### config.mk
export PLATFORM = sky130hd
export DESIGN_NAME = xpand_token_ctrl
export DESIGN_NICKNAME = d
export VERILOG_FILES = /design/src/rtl/xpt_pkg.sv /design/src/rtl/xpt_token_cell.sv /design/src/rtl/xpt_pin_mux.sv /design/src/rtl/xpand_token_ctrl.sv
export SDC_FILE = /design/constraint.sdc
export NUM_CORES = 1
export LEC_CHECK = 0
export BUFFER_PORTS_ARGS = -buffer_cell sky130_fd_sc_hd__buf_4
export CAP_MARGIN = 0
export CORE_AREA = 2 2 39 41
export DETAILED_ROUTE_END_ITERATION = 6
export DIE_AREA = 0 0 41 43
export GPL_TIMING_DRIVEN = 0
export PLACE_DENSITY_LB_ADDON = 0.08
export SLEW_MARGIN = 10
export SYNTH_ARGS = -nofsm -noshare
export SYNTH_HDL_FRONTEND = slang
export SYNTH_HIERARCHICAL = 1
export SYNTH_SLANG_ARGS = --single-unit
### constraint.sdc
create_clock -name clk -period 1.1 [get_ports clk]
set_input_delay 0.275 -clock clk [delete_from_list [all_inputs] [get_ports clk]]
set_output_delay 0.275 -clock clk [all_outputs]
set_load 0.05 [all_outputs]
### src/rtl/xpt_pkg.sv
// Shared definitions for the depth expansion token controller.
package xpt_pkg;
    typedef enum logic {
        XPT_SOLO  = 1'b0,
        XPT_CHAIN = 1'b1
    } xpt_mode_e;

    localparam int SIDE_WR = 0;
    localparam int SIDE_RD = 1;
    localparam int N_SIDE  = 2;
endpackage

### src/rtl/xpt_token_cell.sv
// One token holder (write or read side).
// Holds ownership, releases it on an accepted final-location access while
// emitting a registered one-cycle pulse, and takes it back on an input pulse.
// Assumes the incoming pulse is one cycle wide and synchronous to clk.
module xpt_token_cell
    import xpt_pkg::*;
(
    input  logic      clk,
    input  logic      rst_n,
    input  xpt_mode_e mode,
    input  logic      head_n,
    input  logic      tok_in,
    input  logic      req,
    input  logic      last,
    output logic      own,
    output logic      pulse
);
    logic hand_off;

    // Release condition: the holder accepts the access to the final location.
    always_comb begin
        hand_off = (mode == XPT_CHAIN) && own && req && last;
    end

    // Ownership and pulse state, reset to the strap-selected owner.
    always_ff @(posedge clk) begin
        if (!rst_n) begin
            own   <= (mode == XPT_SOLO) || !head_n;
            pulse <= 1'b0;
        end else begin
            pulse <= hand_off;
            if (mode == XPT_SOLO) begin
                own <= 1'b1;
            end else if (hand_off) begin
                own <= 1'b0;
            end else if (tok_in) begin
                own <= 1'b1;
            end
        end
    end
endmodule

### src/rtl/xpt_pin_mux.sv
// Output pin selection.
// In chain mode the pins carry the token pulses. In stand-alone mode the
// write pin carries the active-low half-full level and the read pin idles low.
module xpt_pin_mux
    import xpt_pkg::*;
(
    input  xpt_mode_e mode,
    input  logic      wr_pulse,
    input  logic      rd_pulse,
    input  logic      half_full,
    output logic      wr_pin,
    output logic      rd_pin
);
    // Pick pulse or flag per mode.
    always_comb begin
        if (mode == XPT_CHAIN) begin
            wr_pin = wr_pulse;
            rd_pin = rd_pulse;
        end else begin
            wr_pin = !half_full;
            rd_pin = 1'b0;
        end
    end
endmodule

### src/rtl/xpand_token_ctrl.sv
// Depth expansion token controller (top).
// Instantiates one token cell per side and the output pin mux.
// Assumes the straps are static after reset and the chain is wired as a ring.
module xpand_token_ctrl
    import xpt_pkg::*;
(
    input  logic clk,
    input  logic rst_n,
    input  logic depth_mode,
    input  logic head_n,
    input  logic wr_xi,
    input  logic rd_xi,
    input  logic wr_req,
    input  logic wr_last,
    input  logic rd_req,
    input  logic rd_last,
    input  logic half_full,
    output logic wr_xo_hf,
    output logic rd_xo,
    output logic wr_ok,
    output logic rd_ok
);
    xpt_mode_e         mode;
    logic [N_SIDE-1:0] tok_in_v;
    logic [N_SIDE-1:0] req_v;
    logic [N_SIDE-1:0] last_v;
    logic [N_SIDE-1:0] own_v;
    logic [N_SIDE-1:0] pulse_v;

    // Gather the per-side inputs into vectors.
    always_comb begin
        mode              = xpt_mode_e'(depth_mode);
        tok_in_v[SIDE_WR] = wr_xi;
        tok_in_v[SIDE_RD] = rd_xi;
        req_v[SIDE_WR]    = wr_req;
        req_v[SIDE_RD]    = rd_req;
        last_v[SIDE_WR]   = wr_last;
        last_v[SIDE_RD]   = rd_last;
    end

    for (genvar s = 0; s < N_SIDE; s++) begin : g_side
        xpt_token_cell u_cell (
            .clk    (clk),
            .rst_n  (rst_n),
            .mode   (mode),
            .head_n (head_n),
            .tok_in (tok_in_v[s]),
            .req    (req_v[s]),
            .last   (last_v[s]),
            .own    (own_v[s]),
            .pulse  (pulse_v[s])
        );
    end

    xpt_pin_mux u_mux (
        .mode      (mode),
        .wr_pulse  (pulse_v[SIDE_WR]),
        .rd_pulse  (pulse_v[SIDE_RD]),
        .half_full (half_full),
        .wr_pin    (wr_xo_hf),
        .rd_pin    (rd_xo)
    );

    // Permissions straight from ownership.
    always_comb begin
        wr_ok = own_v[SIDE_WR];
        rd_ok = own_v[SIDE_RD];
    end
endmodule

# Word level (Yosys, flattened, before mapping)
# Index checks and enable logic that the tools add are counted.
# classes
n_bitwise	1
addsub	0
magnitude_cmp	0
mul	0
mux	10
n_reduce_logical	9
n_eq_ne	2
shifts	0
div	0
# op_table
cell	n
$mux 1	10
$ne 4x2->1 const B	2
$logic_and 1x1->1	6
$logic_not 1->1	2
$logic_or 1x1->1	1
$not 1->1	1
# word_totals
ram_bits	0
latchBits	0
register_bits	4
rom_bits	0
memories	0

# Logic depth before layout (Yosys ltp)
# Gate-level depths: netlist of the first run.
# logic_depth
ltp_word	6
mapped_depth	2
depth_no_buf	2

# Hierarchy
# The synthesis of the first run kept the hierarchy.
# by_module_without_submodules
mod	cells_per_inst	seq_area_each_um2	n_inst	area_each_um2
xpt_token_cell	8	50.0	2	86.3
xpt_pin_mux	3	0.0	1	21.3

# Worst setup path after synthesis of the first run
# OpenSTA, ideal clock, no wires.
# synth_timing
kind	flip-flop to output port
start	reg g_side[0].u_cell.pulse
end	out wr_xo_hf
path_stages_with_launch	3
arrival_ns	1.125
path_slack_ns	-0.300
path_buffers	0
cell_sequence	dfxtp_1 inv_1 mux2i_1
# synth_between
elab_chain_len	1
# synth_lines
element	line	rtl
start, declared	xpt_token_cell.sv:16	output logic pulse
start signal, assigned	xpt_token_cell.sv:31	pulse <= hand_off;
$mux 1	xpt_pin_mux.sv:16	if (mode == XPT_CHAIN) begin
end, declared	xpand_token_ctrl.sv:18	output logic wr_xo_hf,
# Every way passes these cells.

# Worst setup path in the final report of the first run
# Same ends and word-level chain as after synthesis.

==> results.toml, run 1 <==
[status]
status = "finished with violations"
violations = "setup timing"

[synth]
yosys.area.top_type_share_pct = 31.0
ys_seq_area_share_pct = 51.6
synth_seq_cells = 4
synth-xor-area-share_pct = 0
synthSimpleGateAreaFrac_pct = 33.5
synthMuxAreaShare_pct = 5.16
syn-instance-count = 19
yosys.area.top_type = "edfxtp_1"
syn_area_per_cell_um2 = 10.2
synth_area_um2 = 194
synth_top_family_by_area = "simple AND/OR/NAND/NOR gates"
synthTopCellsByArea = "edfxtp_1 (31%), dfxtp_1 (21%), or3b_1 (9.0%)"
synthAdderAreaFrac_pct = 0
synth-compound-area-share_pct = 7.74
yosysWarningCount = 6
syn-num-nets = 30
synthDistinctLibCells = 11

[drt]
routed-via-count = 201
drt_wl_total_um = 424
routed_via_density = 3.79
routedWlPerCell_um = 8.00
antenna_left = 0
drt-pass1-iter-count = 2
drtIter0Drc = 9
remaining_drc_errors = 0

[power_and_ir_drop]
fin_total_pwr_mw = 0.447
clkPwrFrac_pct = 39.3
switching_share_pct = 24.1
power_leakage_nw = 0.159
seq_power_share_pct = 37.8
internal_power_mw = 0.340
vdd_drop_max_mv = 0.678
p_sw_mw = 0.108
p_per_area_nw_per_um2 = 1180
power_frac_comb_pct = 23.0

[global_routing]
grt_pass1_vias = 172
grt-ovfl-total = 0
grt_max_degree = 7
antenna_found_initial = 0
grt_use_total_pct = 6.14
grt_first_pass_wirelength_um = 655

[cells_and_area]
final_cells = 53
final_nets = 50
mostFrequentLayoutCell = "buf_4"
n_fill_cell = 156
final_cell_mix = "buf_4 (11), buf_6 (4), clkbuf_4 (3)"
post-route-util_pct = 27.5
n_antenna_cell = 0
stdcell_area_um2 = 380
area_growth_pct = 96.1
drive_above_1_share_pct = 62.2

[hold_path]
min_path_type = "input pin to register"
hold_depth = 3

[worst_setup_path]
start_kind = "register"
cp.buffers_inverters = 2
max_stage_delay_ns = 0.29
rr_worst_depth = 2
setup.worst_path.end_class = "output pin"
path_cells = "inv_1 > mux2i_2 > buf_6"
cp.required_ns = 0.82
cpMaxStageDelayCell = "dfxtp_1"
crit_path_max_fanout = 1
cp.depth = 3
cp.arrival_ns = 0.89
crit_family = "flip-flops"
path_class = "register to output pin"

[timing]
fin_hold_ws_ns = 0.326
slew_headroom_pct = 89.7
period_minus_slack_ns = 1.17
maxSlewViolCount = 0
worst_slack_ns = -0.0673
fmax_ghz = 0.857
tightest_slew_ns = 0.152
min_period_over_period_pct = 106
finalSetupViolCount = 3
grt_setup_unrepaired = "yes"
final-hold-violation-count = 0
fin_skew_ns = 0.0000348

[floorplanning]
rows = 14
die_height_um = 43
fp.coreArea_um2 = 1380
die_w_um = 41
ios = 15
initial_core_util_pct = 14.0
die-area_um2 = 1760

[clock_network]
clockBufferDepth = 2
clkSinkCount = 4
numCtsBuffers = 3
h-tree-depth = 1
clkLatencyLatePin_ns = 0.23
cts_tree = "built"
cts_root_buf = "clkbuf_4"
path_clk_slew_ns = 0.04

[run]
maxCapViolations = 0

[placement]
io_buffers = 14
gp_congestion = 0.592
dpl.cell_count = 49
placed_area_um2 = 333
-- worst reg2reg max path: stages, from the launching register on --
cell and delay [ns]:
edfxtp_1 0.41, nand3_2 0.09, or3b_4 0.37
-- registers in the layout, indices dropped and copies added (netlist names) --
register,flops
g_side.u_cell/own,2
g_side.u_cell/pulse,2
-- cell families (layout without fill, tap and decap cells) --
logic type / count (synthesis) / in the layout
buf+inv: 1 / 19
compound gates: 2 / 2
mux: 1 / 1
flops: 4 / 4
simple gates: 11 / 11
-- cell usage after synthesis --
library cell / instances
dfxtp_1: 2
edfxtp_1: 2
nand2_1: 2
nand3_1: 2
nand3b_1: 2
nor2_1: 2
o21a_1: 2
or3b_1: 2
and2_2: 1
inv_1: 1
mux2i_1: 1
-- area by class of cell --
type / instances / area (µm²) / area share, %
Timing Repair Buffer: 15 / 128 / 33.6
Tap cell: 16 / 20.0 / 5.26
Multi-Input combinational cell: 14 / 106 / 28.0
Clock buffer: 3 / 22.5 / 5.92
Inverter: 1 / 3.75 / 0.987
Sequential cell: 4 / 100 / 26.3
-- per-layer routing --
layer	share of wire [%]	global-route usage (%)	up-vias
li1	-	-	104
met4	0	2.00	0
met5	0	0	-
met2	45	7.19	10
met1	39	6.47	87
met3	16	7.85	0
-- per-stage QoR --
stage	setup slack (ns)	TNS (ns)
after floorplan	-0.243	-0.758
after global placement	0.00940	0
after detailed placement	0.00249	0
after CTS	-0.0816	-0.153
after global routing	-0.107	-0.280
final	-0.0673	-0.0842
-- final timing paths --
| path | slack [ns] | endpoint | from |
|---|---|---|---|
| max | -0.07 | wr_xo_hf | g_side[0].u_cell/pulse |
| min | 0.33 | g_side[1].u_cell/pulse | rd_req |
| max reg2reg | -0.01 | g_side[0].u_cell/own | g_side[0].u_cell/own |
| min reg2reg | 0.61 | g_side[1].u_cell/pulse | g_side[1].u_cell/own |
-- power by group through the flow --
stage	clock network (mW)	logic, mW	registers (mW)
after global routing	0.198	0.110	0.170
after CTS	0.187	0.102	0.169
after global placement	0	0.0938	0.170
after detailed placement	0	0.0943	0.171
final	0.176	0.103	0.169
after floorplan	0	0.0316	0.186
-- timing repair --
action,4_1_cts,5_1_grt
pin swaps,1,1
buffers inserted,1,0
setup endpoints to repair,5,6
resized for setup,4,1
hold buffers,0,0
Power figures use the tool's default switching activity.
==> run 2: changes to the inputs <==
CTS_BUF_LIST = sky130_fd_sc_hd__clkbuf_2   (was unset)
==> results.toml, run 2 (same netlist as run 1, synthesis figures left out) <==
[status]
status = "finished with violations"
violations = "setup timing"

[floorplanning]
fp.coreArea_um2 = 1380
die_height_um = 43
initial_core_util_pct = 14.0
die-area_um2 = 1760
rows = 14
ios = 15
die_w_um = 41

[cells_and_area]
area_growth_pct = 96.1
multi_input_area_um2 = 106
final_cell_mix = "buf_4 (12), buf_6 (4), clkbuf_2 (3)"
reg_top3 = "g_side.u_cell/own: 2 flops, g_side.u_cell/pulse: 2 flops"
post-route-util_pct = 27.5
final_cells = 54
stdcell_area_um2 = 380
layout.area.seq_um2 = 100
n_fill_cell = 159
mostFrequentLayoutCell = "buf_4"
n_antenna_cell = 0
drive_above_1_share_pct = 63.2
final_nets = 51

[placement]
dp_slack_ns = 0.00249
placed_area_um2 = 333
gp_congestion = 0.592
io_buffers = 14
dpl.cell_count = 49

[hold_path]
min_path_type = "input pin to register"
hold_depth = 2

[power_and_ir_drop]
fin_total_pwr_mw = 0.401
power_leakage_nw = 0.162
power_frac_comb_pct = 26.3
clkPwrFrac_pct = 31.6
seq_power_share_pct = 42.1
vdd_drop_max_mv = 0.570
p_sw_mw = 0.108
switching_share_pct = 26.9
p_per_area_nw_per_um2 = 1060
internal_power_mw = 0.293

[clock_network]
cts_root_buf = "clkbuf_2"
cts_tree = "built"
h-tree-depth = 1
clkSinkCount = 4
path_clk_slew_ns = 0.04
clockBufferDepth = 2
clkLatencyLatePin_ns = 0.20
ctsHoldBuffers = 0
numCtsBuffers = 3

[worst_setup_path]
cp.required_ns = 0.82
cp.depth = 3
start_kind = "register"
crit_path_max_fanout = 1
rr_worst_depth = 2
max_stage_delay_ns = 0.30
path_class = "register to output pin"
setup.worst_path.end_class = "output pin"
cp.arrival_ns = 0.86
cp.buffers_inverters = 2
path_cells = "inv_1 > mux2i_2 > buf_6"
crit_family = "flip-flops"
cpMaxStageDelayCell = "dfxtp_1"

[global_routing]
grt_max_degree = 7
use_met2_pct = 7.50
met1_usage_pct = 6.47
grt_pass1_vias = 180
grt-ovfl-total = 0
antenna_found_initial = 0
busiest_layer = "met3"
grt_use_total_pct = 6.24
grt_first_pass_wirelength_um = 669
met3_usage_pct = 7.85

[drt]
routed-via-count = 202
remaining_drc_errors = 0
drt-pass1-iter-count = 2
drt_wl_total_um = 426
routedWlPerCell_um = 7.89
drtIter0Drc = 9
routed_via_density = 3.74
antenna_left = 0

[timing]
slew_headroom_pct = 89.7
grt_setup_unrepaired = "yes"
maxSlewViolCount = 0
fin_hold_ws_ns = 0.361
tns_ns = -0.0474
min_period_over_period_pct = 103
fin_skew_ns = 0.0000262
finalSetupViolCount = 2
worst_slack_ns = -0.0372
final-hold-violation-count = 0
tightest_slew_ns = 0.152
period_minus_slack_ns = 1.14
fmax_ghz = 0.879

[run]
maxCapViolations = 0
run 2: worst reg2reg max path, cell delays in order, from the launching register on:
cell and delay [ns]:
edfxtp_1 0.41, nand3_2 0.09, or3b_4 0.37
run 2: path summary, 6_finish.rpt:
check | endpoint | slack, ns | from
worst max-delay path | wr_xo_hf | -0.04 | g_side[0].u_cell/pulse
worst min-delay path | g_side[1].u_cell/own | 0.36 | rd_xi
worst max register to register | g_side[0].u_cell/own | -0.01 | g_side[0].u_cell/own
worst min register to register | g_side[1].u_cell/pulse | 0.68 | g_side[1].u_cell/own
run 2: power groups by stage:
stage               combinational (mW)  clock (mW)  sequential [mW]
floorplan                       0.0316           0            0.186
global placement                0.0938           0            0.170
detailed placement              0.0943           0            0.171
CTS                              0.105       0.138            0.169
global route                     0.113       0.149            0.169
finish                           0.105       0.127            0.169
run 2: layout make-up:
cell class / instances / share of cell area (%)
Clock buffer: 3 / 3.95
Sequential cell: 4 / 26.3
Multi-Input combinational cell: 14 / 28.0
Inverter: 1 / 0.987
Timing Repair Buffer: 16 / 35.5
Tap cell: 16 / 5.26
run 2: repair_timing:
item                       in CTS  in global routing
pin swaps                       2                  2
gates resized for setup         4                  1
setup endpoints to repair       6                  6
setup buffers                   2                  0
run 2: layer usage:
metal  share of wire, %  routed length [µm]
met1                 38                 163
met2                 46                 194
met3                 16                  68
met4                  0                   0
met5                  0                   0
==> run 3: changes to the inputs <==
clock period = 1.4 ns   (was 1.1 ns; I/O delays follow)
==> results.toml, run 3 (same netlist as run 1, synthesis figures left out) <==
[timing]
period_minus_slack_ns = 1.23
fin_skew_ns = 0.0152
fmax_ghz = 0.810
tns_ns = 0
worst_slack_ns = 0.166
tightest_slew_ns = 0.127
slew_headroom_pct = 91.4
final-hold-violation-count = 0
grt_setup_unrepaired = "no"
min_period_over_period_pct = 88.1
finalSetupViolCount = 0
maxSlewViolCount = 0

[clock_network]
cts_root_buf = "clkbuf_2"
cts.repair.resized = 0
clkSinkCount = 4
h-tree-depth = 1
numCtsBuffers = 3
clkLatencyLatePin_ns = 0.22
path_clk_slew_ns = 0.06
clockBufferDepth = 2
ctsHoldBuffers = 0
post_cts_buffers = 0
cts_tree = "built"

[hold_path]
min_path_type = "input pin to register"
holdCritStartpoint = "rd_xi"
worstHoldEndpoint = "g_side[1].u_cell/own"
hold_depth = 2

[placement]
place_hpwl_um = 392
dp_slack_ns = 0.170
io_buffers = 14
placed_area_um2 = 323
gp_congestion = 0.546

[drt]
remaining_drc_errors = 0
routed-via-count = 207
drt-pass1-iter-count = 1
antenna_left = 0
drtIter0Drc = 0
drt_wl_total_um = 483
routedWlPerCell_um = 9.11
routed_via_density = 3.91

[worst_setup_path]
rrSetupSlack_ns = 0.28
reg2reg_to = "g_side[1].u_cell/own"
rr_worst_depth = 2
crit_family = "flip-flops"
max_stage_delay_ns = 0.30
path_class = "register to output pin"
cp.arrival_ns = 0.88
cp.buffers_inverters = 2
setup.worst_path.end_class = "output pin"
r2r-start = "g_side[1].u_cell/own"
crit_path_max_fanout = 1
start_kind = "register"
path_cells = "inv_1 > mux2i_2 > buf_4"
cp.required_ns = 1.05
cpMaxStageDelayCell = "dfxtp_1"

[cells_and_area]
final_cell_mix = "buf_4 (14), clkbuf_2 (4)"
final_nets = 49
drive_above_1_share_pct = 54.1
stdcell_area_um2 = 343
reg_top3 = "g_side.u_cell/own: 2 flops, g_side.u_cell/pulse: 2 flops"
mostFrequentLayoutCell = "buf_4"
area_growth_pct = 76.8
n_antenna_cell = 0

[global_routing]
grt-ovfl-total = 0
grt_max_degree = 7
grt_first_pass_wirelength_um = 690
antenna_found_initial = 0
grt_pass1_vias = 192
grt_use_total_pct = 6.73

[floorplanning]
die_height_um = 43
die-area_um2 = 1760
fp.coreArea_um2 = 1380
rows = 14
die_w_um = 41
ios = 15
initial_core_util_pct = 14.0

[power_and_ir_drop]
vdd_drop_max_mv = 0.222
power_leakage_nw = 0.149
p_per_area_nw_per_um2 = 973
fin_total_pwr_mw = 0.334

[status]
status = "finished clean"

[run]
maxCapViolations = 0
-- run 3: cell types whose count changed in the layout (fill, tap and decap cells not counted) --
cell,before,now
buf_4,12,14
buf_6,4,0
clkbuf_2,3,4
nand3_1,0,2
nand3_2,2,0
or3b_1,1,2
or3b_4,1,0
-- run 3: where the power goes --
group	switching, mW	total, mW	internal (mW)
clock	0.0559	0.131	0.0756
combinational	0.0369	0.0713	0.0344
sequential	0.00206	0.131	0.129
-- run 3: worst max-delay path by stage --
stage                      startpoint  depth (start not counted)                   end
2_1_floorplan    g_side[0].u_cell/own                          2  g_side[0].u_cell/own
3_3_place_gp               depth_mode                          3              wr_xo_hf
3_5_place_dp               depth_mode                          3              wr_xo_hf
4_1_cts        g_side[0].u_cell/pulse                          3              wr_xo_hf
5_1_grt        g_side[0].u_cell/pulse                          3              wr_xo_hf
6_report       g_side[0].u_cell/pulse                          3              wr_xo_hf
-- run 3: layout make-up --
class | count | area (µm²)
Sequential cell | 4 | 100
Tap cell | 16 | 20.0
Timing Repair Buffer | 14 | 105
Fill cell | 162 | 1040
Inverter | 1 | 3.75
Multi-Input combinational cell | 14 | 93.8
Clock buffer | 4 | 20.0
-- run 3: stage by stage --
stage / utilization [%] / hold WS (ns) / instances
finish: 24.8 / 0.416 / 53
global placement: 23.3 / 0.591 / 49
CTS: 24.8 / 0.401 / 53
floorplan: - / 0.504 / 19
global route: 24.8 / 0.419 / 53
detailed placement: 23.3 / 0.600 / 49
-- run 3: metal layers --
layer	part of all wire, %	global-route usage [%]	vias to the layer above
met5	0	0	-
met4	2.3	10.0	0
met2	42	7.50	11
met1	41	7.10	92
met3	14	3.14	2
li1	-	-	102
